## src/rtl/cmp_aq_pkg.sv

```systemverilog
// Shared types for the compare/action unit.
// Assumes: six events per output, 2-bit action codes.
package cmp_aq_pkg;
    localparam int NUM_EVT = 6;
    localparam int ACT_W   = 2 * NUM_EVT;

    typedef enum logic [1:0] {
        ACT_HOLD   = 2'd0,
        ACT_LOW    = 2'd1,
        ACT_HIGH   = 2'd2,
        ACT_INVERT = 2'd3
    } act_code_t;

    typedef enum logic [1:0] {
        LD_ON_ZERO   = 2'd0,
        LD_ON_PERIOD = 2'd1,
        LD_ON_EITHER = 2'd2,
        LD_NEVER     = 2'd3
    } reload_t;

    // Event index order; a higher index has higher priority.
    localparam int EV_ZERO = 0;
    localparam int EV_PRD  = 1;
    localparam int EV_AUP  = 2;
    localparam int EV_ADN  = 3;
    localparam int EV_BUP  = 4;
    localparam int EV_BDN  = 5;

    // Returns the next output level for an action code.
    function automatic logic apply_act(input act_code_t c, input logic cur);
        case (c)
            ACT_LOW:    apply_act = 1'b0;
            ACT_HIGH:   apply_act = 1'b1;
            ACT_INVERT: apply_act = ~cur;
            default:    apply_act = cur;
        endcase
    endfunction
endpackage

```

## src/rtl/cmp_reg.sv

```systemverilog
// One compare register with an active and a shadow copy.
// Immediate mode writes the active copy directly. Shadow mode holds
// the write until the selected reload point.
// Assumes: ld_zero / ld_period are already qualified by the counter tick.
module cmp_reg
    import cmp_aq_pkg::*;
#(
    parameter int CNT_W = 16
) (
    input  logic             clk,
    input  logic             rst_n,
    input  logic             wr_en,
    input  logic [CNT_W-1:0] wr_data,
    input  logic             imm,
    input  logic [1:0]       ld_sel,
    input  logic             ld_zero,
    input  logic             ld_period,
    output logic [CNT_W-1:0] active
);
    logic [CNT_W-1:0] shadow_q;
    logic             load_pt;

    // Decode the reload point from the reload selector.
    always_comb begin
        case (reload_t'(ld_sel))
            LD_ON_ZERO:   load_pt = ld_zero;
            LD_ON_PERIOD: load_pt = ld_period;
            LD_ON_EITHER: load_pt = ld_zero | ld_period;
            default:      load_pt = 1'b0;
        endcase
    end

    // Capture every write into the shadow copy.
    always_ff @(posedge clk) begin
        if (!rst_n)     shadow_q <= '0;
        else if (wr_en) shadow_q <= wr_data;
    end

    // Update the active copy from a direct write or from the shadow.
    always_ff @(posedge clk) begin
        if (!rst_n)               active <= '0;
        else if (wr_en && imm)    active <= wr_data;
        else if (!imm && load_pt) active <= shadow_q;
    end

    AST_IMM_WRITE: assert property (@(posedge clk) disable iff (!rst_n)
        (wr_en && imm) |=> (active == $past(wr_data)));
    AST_NO_RELOAD_HOLD: assert property (@(posedge clk) disable iff (!rst_n)
        (ld_sel == 2'd3 && !imm) |=> $stable(active));
    AST_SHADOW_ZERO_LOAD: assert property (@(posedge clk) disable iff (!rst_n)
        (!imm && ld_sel == 2'd0 && ld_zero) |=> (active == $past(shadow_q)));
    AST_NO_TICK_HOLD: assert property (@(posedge clk) disable iff (!rst_n)
        (!wr_en && !ld_zero && !ld_period) |=> $stable(active));
endmodule

```

## src/rtl/aq_chan.sv

```systemverilog
// Action qualifier for one output.
// Picks the highest-priority event that has a nonzero action code and
// applies that code. A continuous force overrides every event.
// Assumes: evt is already qualified by the counter tick.
module aq_chan
    import cmp_aq_pkg::*;
(
    input  logic               clk,
    input  logic               rst_n,
    input  logic [NUM_EVT-1:0] evt,
    input  logic [ACT_W-1:0]   act,
    input  logic [1:0]         frc,
    output logic               out
);
    act_code_t win_code;

    // Choose the winning action; a later (higher) index overrides.
    always_comb begin
        win_code = ACT_HOLD;
        for (int i = 0; i < NUM_EVT; i++) begin
            if (evt[i] && act[2*i +: 2] != 2'd0)
                win_code = act_code_t'(act[2*i +: 2]);
        end
    end

    // Output register: force first, then the winning event.
    always_ff @(posedge clk) begin
        if (!rst_n)            out <= 1'b0;
        else if (frc == 2'd1)  out <= 1'b0;
        else if (frc == 2'd2)  out <= 1'b1;
        else                   out <= apply_act(win_code, out);
    end

    AST_FORCE_HIGH: assert property (@(posedge clk) disable iff (!rst_n)
        (frc == 2'd2) |=> out);
    AST_FORCE_LOW: assert property (@(posedge clk) disable iff (!rst_n)
        (frc == 2'd1) |=> !out);
    AST_IDLE_HOLD: assert property (@(posedge clk) disable iff (!rst_n)
        (evt == '0 && frc != 2'd1 && frc != 2'd2) |=> $stable(out));
endmodule

```

## src/rtl/cmp_aq_unit.sv

```systemverilog
// Compare and action qualifier unit (top).
// Forms the six tick-qualified events from the counter inputs and the
// two active compare values, and drives two qualified outputs.
// Assumes: the counter source asserts tick for one clock per count.
module cmp_aq_unit
    import cmp_aq_pkg::*;
#(
    parameter int CNT_W = 16
) (
    input  logic             clk,
    input  logic             rst_n,
    input  logic             tick,
    input  logic [CNT_W-1:0] cnt,
    input  logic             cnt_up,
    input  logic             at_zero,
    input  logic             at_period,
    input  logic             cmpa_wr_en,
    input  logic [CNT_W-1:0] cmpa_wr_data,
    input  logic             cmpa_imm,
    input  logic [1:0]       cmpa_ld_sel,
    input  logic             cmpb_wr_en,
    input  logic [CNT_W-1:0] cmpb_wr_data,
    input  logic             cmpb_imm,
    input  logic [1:0]       cmpb_ld_sel,
    input  logic [11:0]      act_a,
    input  logic [11:0]      act_b,
    input  logic [1:0]       frc_a,
    input  logic [1:0]       frc_b,
    output logic             pwm_a,
    output logic             pwm_b,
    output logic [CNT_W-1:0] cmpa_cur,
    output logic [CNT_W-1:0] cmpb_cur
);
    localparam int NUM_CMP = 2;
    localparam int NUM_OUT = 2;

    logic               z_tk, p_tk;
    logic [CNT_W-1:0]   cmp_act [NUM_CMP];
    logic [NUM_CMP-1:0] wr_en_v, imm_v;
    logic [CNT_W-1:0]   wr_d_v  [NUM_CMP];
    logic [1:0]         ld_v    [NUM_CMP];
    logic [NUM_EVT-1:0] evt;
    logic [ACT_W-1:0]   act_v   [NUM_OUT];
    logic [1:0]         frc_v   [NUM_OUT];
    logic [NUM_OUT-1:0] out_v;

    // Gather per-compare and per-output controls into arrays.
    always_comb begin
        wr_en_v  = {cmpb_wr_en, cmpa_wr_en};
        imm_v    = {cmpb_imm, cmpa_imm};
        wr_d_v[0] = cmpa_wr_data;
        wr_d_v[1] = cmpb_wr_data;
        ld_v[0]  = cmpa_ld_sel;
        ld_v[1]  = cmpb_ld_sel;
        act_v[0] = act_a;
        act_v[1] = act_b;
        frc_v[0] = frc_a;
        frc_v[1] = frc_b;
    end

    assign z_tk = tick & at_zero;
    assign p_tk = tick & at_period;

    // Build the event vector; a compare event needs tick, equality and direction.
    always_comb begin
        evt          = '0;
        evt[EV_ZERO] = z_tk;
        evt[EV_PRD]  = p_tk;
        evt[EV_AUP]  = tick && (cnt == cmp_act[0]) &&  cnt_up;
        evt[EV_ADN]  = tick && (cnt == cmp_act[0]) && !cnt_up;
        evt[EV_BUP]  = tick && (cnt == cmp_act[1]) &&  cnt_up;
        evt[EV_BDN]  = tick && (cnt == cmp_act[1]) && !cnt_up;
    end

    for (genvar c = 0; c < NUM_CMP; c++) begin : g_cmp
        cmp_reg #(.CNT_W(CNT_W)) i_cmp_reg (
            .clk       (clk),
            .rst_n     (rst_n),
            .wr_en     (wr_en_v[c]),
            .wr_data   (wr_d_v[c]),
            .imm       (imm_v[c]),
            .ld_sel    (ld_v[c]),
            .ld_zero   (z_tk),
            .ld_period (p_tk),
            .active    (cmp_act[c])
        );
    end

    for (genvar o = 0; o < NUM_OUT; o++) begin : g_out
        aq_chan i_aq_chan (
            .clk   (clk),
            .rst_n (rst_n),
            .evt   (evt),
            .act   (act_v[o]),
            .frc   (frc_v[o]),
            .out   (out_v[o])
        );
    end

    assign pwm_a    = out_v[0];
    assign pwm_b    = out_v[1];
    assign cmpa_cur = cmp_act[0];
    assign cmpb_cur = cmp_act[1];

    AST_RESET_OUT: assert property (@(posedge clk)
        !rst_n |=> (!pwm_a && !pwm_b && cmpa_cur == '0 && cmpb_cur == '0));
endmodule

```

## config.mk

```make
export PLATFORM = sky130hd
export DESIGN_NAME = cmp_aq_unit
export DESIGN_NICKNAME = d
export VERILOG_FILES = /design/src/rtl/cmp_aq_pkg.sv /design/src/rtl/cmp_reg.sv /design/src/rtl/aq_chan.sv /design/src/rtl/cmp_aq_unit.sv
export SDC_FILE = /design/constraint.sdc
export NUM_CORES = 1
export LEC_CHECK = 0
export ABC_AREA = 0
export BUFFER_PORTS_ARGS = -buffer_cell sky130_fd_sc_hd__buf_2
export CAP_MARGIN = 0
export CELL_PAD_IN_SITES_DETAIL_PLACEMENT = 1
export CELL_PAD_IN_SITES_GLOBAL_PLACEMENT = 2
export CORE_MARGIN = 10
export CORE_UTILIZATION = 32
export CTS_BUF_LIST = sky130_fd_sc_hd__clkbuf_2 sky130_fd_sc_hd__clkbuf_4 sky130_fd_sc_hd__clkbuf_8
export DETAILED_ROUTE_END_ITERATION = 10
export GPL_ROUTABILITY_DRIVEN = 1
export GPL_TIMING_DRIVEN = 0
export MAX_ROUTING_LAYER = met4
export PLACE_DENSITY = 0.95
export SYNTH_ARGS = -nofsm -noshare
export SYNTH_HDL_FRONTEND = slang
export SYNTH_SLANG_ARGS = --single-unit
```

## constraint.sdc

```tcl
create_clock -name clk -period 4.4 [get_ports clk]
set_input_delay 0.66 -clock clk [delete_from_list [all_inputs] [get_ports clk]]
set_output_delay 0.66 -clock clk [all_outputs]
set_load 0.03 [all_outputs]
```

Word-level counts from Yosys, hierarchy flattened
Cells that the tools add are included.

Flip-flop bits (word level): 66. Input bits: 90. Word-level logic and storage cells: 95.

Equality and inequality tests: 16. Mux-type cells: 22. Bitwise logic cells: 6. Reduce and logical (&&, ||, !) cells: 45.

Operators by type and width (number): 16-bit two-way mux (4); 16-bit equality test (2); 2-bit nonzero test (14); 2-bit two-way mux (12); 1-bit logical AND (22); 2-bit equality test, second input constant (8); 2-bit by 1-bit equality test with 1-bit output, second input constant (6); 1-bit case mux with 3 select lines (4); 4-bit nonzero test (2); 2-bit zero test (2); 2-bit OR reduction (2); 1-bit zero test (3); 1-bit NOT (3); 1-bit AND (2); 1-bit two-way mux (2); 1-bit OR (1).

Longest topological paths before layout
Depth after elaboration: 11. Depth in mapped cells: 11.

Cells and area by module
Synthesis repeated with hierarchy kept, for this count alone.

Cell total of the unflattened synthesis: 417. Area, all modules: 3812.4 um^2.

By module, submodules not included: cmp_reg (times used 2, cells each 144, area each 1432.6 um^2, seq. area each 640.6 um^2); aq_chan (times used 2, cells each 36, area each 261.5 um^2, seq. area each 20.0 um^2); cmp_aq_unit (times used 1, cells each 57, area each 424.2 um^2, seq. area each 0.0 um^2).

Worst setup path after synthesis
OpenSTA, ideal clock, no wires.

Kind: in2reg. From: input port cnt[2]. To: register g_out[0].i_aq_chan.out. Setup time: 0.130 ns. Arrival: 2.441 ns. Required time: 4.270 ns. Path slack: 1.829 ns. Stages: 9. Path buffers: 1. Cells stage by stage: a222oi_1 -> nor4b_4 -> and2_1 -> buf_6 -> a41o_1 -> a21oi_1 -> ha_1 -> a222oi_1 -> a21oi_1.

Word-level cells in the longest chain between the ends: 11. Elaborated cells on any way between the ends: 22. Those cells by class: eq/ne: 5; mux: 6; reduce/logical: 11.

Ends and longest elaborated chain: start, declared (RTL line cmp_aq_unit.sv:13) `input logic [CNT_W-1:0] cnt,`; 16-bit equality test (RTL line cmp_aq_unit.sv:69, cmp_aq_unit.sv:70); 1-bit logical AND (RTL line cmp_aq_unit.sv:69, cmp_aq_unit.sv:70); 1-bit logical AND (RTL line cmp_aq_unit.sv:69) `evt[EV_AUP] = tick && (cnt == cmp_act[0]) && cnt_up;`; 1-bit logical AND (RTL line aq_chan.sv:21) `if (evt[i] && act[2*i +: 2] != 2'd0)`; 2-bit two-way mux (3 in series) (RTL line aq_chan.sv:21); 2-bit two-way mux * (RTL line aq_chan.sv:21); 2-bit equality test / 2-bit by 1-bit equality test with 1-bit output (equally long branches) (RTL line cmp_aq_pkg.sv:31) `case (c)`; 1-bit case mux with 3 select lines (RTL line cmp_aq_pkg.sv:31); 1-bit two-way mux (RTL line aq_chan.sv:30) `else if (frc == 2'd2) out <= 1'b1;`; end signal, assigned (RTL line aq_chan.sv:31) `else out <= apply_act(win_code, out);`; end, declared (RTL line aq_chan.sv:13) `output logic out`.

Mark *: on every way between the ends. The rest lies on a longest branch, timed or not. A chain may end at the register's enable or synchronous reset.

Worst setup path after layout
From: register g_cmp[0].i_cmp_reg.active[1]. To: register g_out[1].i_aq_chan.out.

Word-level cells in the longest chain between the ends: 11. Elaborated cells on any way between the ends: 16. Those cells by class: eq/ne: 4; mux: 6; reduce/logical: 6.

Ends and longest elaborated chain: start, declared (RTL line cmp_reg.sv:18) `output logic [CNT_W-1:0] active`; start signal, assigned (RTL line cmp_reg.sv:42) `else if (wr_en && imm) active <= wr_data;`; start signal, assigned (RTL line cmp_reg.sv:43) `else if (!imm && load_pt) active <= shadow_q;`; 16-bit equality test * (RTL line cmp_aq_unit.sv:69, cmp_aq_unit.sv:70); 1-bit logical AND * (RTL line cmp_aq_unit.sv:69, cmp_aq_unit.sv:70); 1-bit logical AND (RTL line cmp_aq_unit.sv:69); 1-bit logical AND (RTL line aq_chan.sv:21); 2-bit two-way mux (RTL line aq_chan.sv:21); 2-bit two-way mux * (3 in series) (RTL line aq_chan.sv:21); 2-bit equality test / 2-bit by 1-bit equality test with 1-bit output (equally long branches) (RTL line cmp_aq_pkg.sv:31); 1-bit case mux with 3 select lines (RTL line cmp_aq_pkg.sv:31); 1-bit two-way mux (RTL line aq_chan.sv:30); end signal, assigned (RTL line aq_chan.sv:31); end, declared (RTL line aq_chan.sv:13).

Marked as above.

==> results.sh <==
export IMPL_cts_root_buffer="clkbuf_8"
export IMPL_hold_depth=2
export IMPL_grt_max_degree=12
export IMPL_hold_path_end="g_out[1].i_aq_chan.out"
export IMPL_hold_path_class="flop to flop"
export IMPL_fp_coreArea_mm2=0.0115
export IMPL_p_sw_uw=519
export IMPL_r2r_start="g_cmp[0].i_cmp_reg.active[1]"
export IMPL_tightestPinTransition_ns=0.636
export IMPL_p_seq_share_pct=43.0
export IMPL_worstPathArrival_ns=2.97
export IMPL_seq_area_frac_synth_pct=35.2
export IMPL_clock_sinks=66
export IMPL_hold_viol=0
export IMPL_drtAntennaViolNets=0
export IMPL_cts_setup_buffers=0
export IMPL_dp_hpwl_um=11100
export IMPL_syn_inst=438
export IMPL_diodes=0
export IMPL_routed_wl_um=14000
export IMPL_worst_path_max_delay_cell="dfxtp_1"
export IMPL_swShare_pct=32.6
export IMPL_max_stage_delay_ns=0.46
export IMPL_finalSetupViolations=0
export IMPL_grt_pass1_vias=4142
export IMPL_p_int_uw=1070
export IMPL_postSynthAreaPerCell_um2=8.56
export IMPL_die_h_um=128
export IMPL_hold_start="g_out[1].i_aq_chan.out"
export IMPL_p_leak_uw=0.00236
export IMPL_gp_congestion=0.881
export IMPL_groute_usage_overall_pct=17.1
export IMPL_critPathKind="flop to flop"
export IMPL_route_detailed_drc=0
export IMPL_maxSlewViolCount=0
export IMPL_htreeDepth=3
export IMPL_rsz0062_at_grt="false"
export IMPL_synthArstFlopShare_pct=0
export IMPL_grt_overflow=0
export IMPL_reg2reg_depth=10
export IMPL_p_total_uw=1590
export IMPL_skew_ns=0.0114
export IMPL_clk_pin_slew_ns=0.08
export IMPL_final_common_cell="buf_2"
export IMPL_clockPowerShare_pct=33.8
export IMPL_nets=660
export IMPL_cp_top_family="compound AO/OA/AOI/OAI gates"
export IMPL_cts_resized=0
export IMPL_yosys_area_top_type_share_pct=35.2
export IMPL_combPwrFrac_pct=23.2
export IMPL_ys_types=37
export IMPL_ctsHoldBuffers=0
export IMPL_clk_path_buf_depth=2
export IMPL_rrSetupSlack_ns=1.66
export IMPL_utilization_pct=41.1
export IMPL_insertion_delay_ns=0.35
export IMPL_dieArea_mm2=0.0164
export IMPL_slew_headroom_pct=57.6
export IMPL_power_density_mw_per_mm2=337
export IMPL_rows=39
export IMPL_synth_area_mm2=0.00375
export IMPL_endpoint_kind="flop"
export IMPL_layout_setup_ws_ns=1.66
export IMPL_fp_dieW_um=128
export IMPL_tns_ns=0
export IMPL_antenna_found_initial=0
export IMPL_cts_tree="built"
export IMPL_dr_pass1_iters=6
export IMPL_worstPathMaxFanout=10
export IMPL_grt_pass1_wl_um=21900
export IMPL_vias=3836
export IMPL_viasPerCell=5.37
export IMPL_yosys_warnings=0
export IMPL_io_buffers=117
export IMPL_ys_flop_type="dfxtp_1"
export IMPL_min_period_over_period_pct=62.2
export IMPL_start_kind="flop"
export IMPL_status="complete, no violations"
export IMPL_irDropWorstVdd_v=0.000140
export IMPL_initial_core_util_pct=32.7
export IMPL_wl_per_cell_um=19.7
export IMPL_fmax_mhz=365
export IMPL_drive_above_1_share_pct=27.0
export IMPL_layout_min_cycle_time_ns=2.74
export IMPL_post_place_ws_ns=1.37
export IMPL_cts_made_buffers=9
export IMPL_layout_common_cells="buf_2, nand3_1, dfxtp_1, nand2_1"
export IMPL_path_cells="xnor2_1 > nand4_1 > nor4_2 > buf_2 > nand4_1 > a21oi_1 > a21oi_1 > ha_1 > a222oi_1 > a21oi_1"
export IMPL_yosys_area_top_type="dfxtp_1"
export IMPL_worst_r2r_endpoint="g_out[1].i_aq_chan.out"
export IMPL_area_growth_pct=25.7
export IMPL_synth_fp_nets=532
export IMPL_io_pins=124
export IMPL_worst_path_buf_inv=1
export IMPL_cap_violations=0
export IMPL_drt_initial_drc_count=180
export IMPL_path_common_cell="a21oi_1"
export IMPL_synthTopCellsByArea="dfxtp_1, nand3_1, mux2i_1"
export IMPL_ys_ff_latch=66
export IMPL_synth_edf_count=0
export IMPL_cp_required_ns=4.63
## metal layers
layer	vias to the layer above	wire length (um)	track usage, %
met2	137	6480	27.1
met1	1858	6650	21.8
met5	-	0	-
li1	1826	-	-
met3	15	729	3.60
met4	0	177	4.11
## Yosys cell counts (10+ instances only)
| cell type | instances |
|---|---|
| a21oi_1 | 14 |
| buf_2 | 12 |
| clkbuf_1 | 21 |
| dfxtp_1 | 66 |
| inv_1 | 13 |
| mux2i_1 | 32 |
| nand2_1 | 43 |
| nand3_1 | 68 |
| nor2_1 | 10 |
| nor2b_1 | 32 |
| o211a_1 | 32 |
| xnor2_1 | 19 |
## worst max path at each step
stage,start,endpoint,slack [ns],depth (start not counted)
final,g_cmp[0].i_cmp_reg.active[1],g_out[1].i_aq_chan.out,1.66,10
after global routing,g_cmp[0].i_cmp_reg.active[1],g_out[1].i_aq_chan.out,1.33,10
after CTS,g_cmp[0].i_cmp_reg.active[1],g_out[1].i_aq_chan.out,1.68,10
after detailed placement,cnt[14],g_out[1].i_aq_chan.out,1.37,11
after global placement,cnt[6],g_out[0].i_aq_chan.out,1.37,11
after floorplan,cnt[2],g_out[0].i_aq_chan.out,1.83,9
## flip-flops by register name, summed over array words and instances, names as in the netlist
signal / flops
g_cmp.i_cmp_reg.active: 32
g_cmp.i_cmp_reg.shadow_q: 32
g_out.i_aq_chan.out: 2
## stage by stage
stage / cell area, um2 / std cells / hold WS (ns)
floorplan: 3750 / 438 / 0.482
global placement: 4510 / 698 / 0.477
detailed placement: 4510 / 698 / 0.506
CTS: 4710 / 714 / 0.518
global route: 4710 / 714 / 0.549
finish: 4710 / 714 / 0.517
## cell families after synthesis
| logic type | share of synthesized area [%] |
|---|---|
| and+or+nand+nor | 25.2 |
| AOI/OAI and AO/OA | 16.6 |
| DFF | 35.2 |
| buffers and inverters | 5.31 |
| muxes | 9.75 |
| xor gates and xnor gates | 6.54 |
| adders and majority gates | 1.34 |
## power by group through the flow
stage / combinational, uW / sequential (uW) / clock [uW]
4_1_cts: 372 / 682 / 547
3_3_place_gp: 357 / 693 / 0
2_1_floorplan: 181 / 736 / 0
6_report: 369 / 683 / 538
3_5_place_dp: 368 / 695 / 0
5_1_grt: 405 / 688 / 579
## worst reg2reg max path, stage by stage (launching register included)
cell,delay [ns]
dfxtp_1,0.46
xnor2_1,0.15
nand4_1,0.20
nor4_2,0.37
buf_2,0.30
nand4_1,0.11
a21oi_1,0.27
a21oi_1,0.08
ha_1,0.30
a222oi_1,0.28
a21oi_1,0.10
## area by class of cell
type                    count  area, um2
clock buffers              12        146
flip-flops and latches     66       1320
repair buffers            117        586
well taps                 143        179
multi-input cells         325       2230
inverters                  13       48.8
fillers                  1426       6760
clock inverters             4       51.3
plain buffers              34        150
Power figures use the tool's default switching activity.
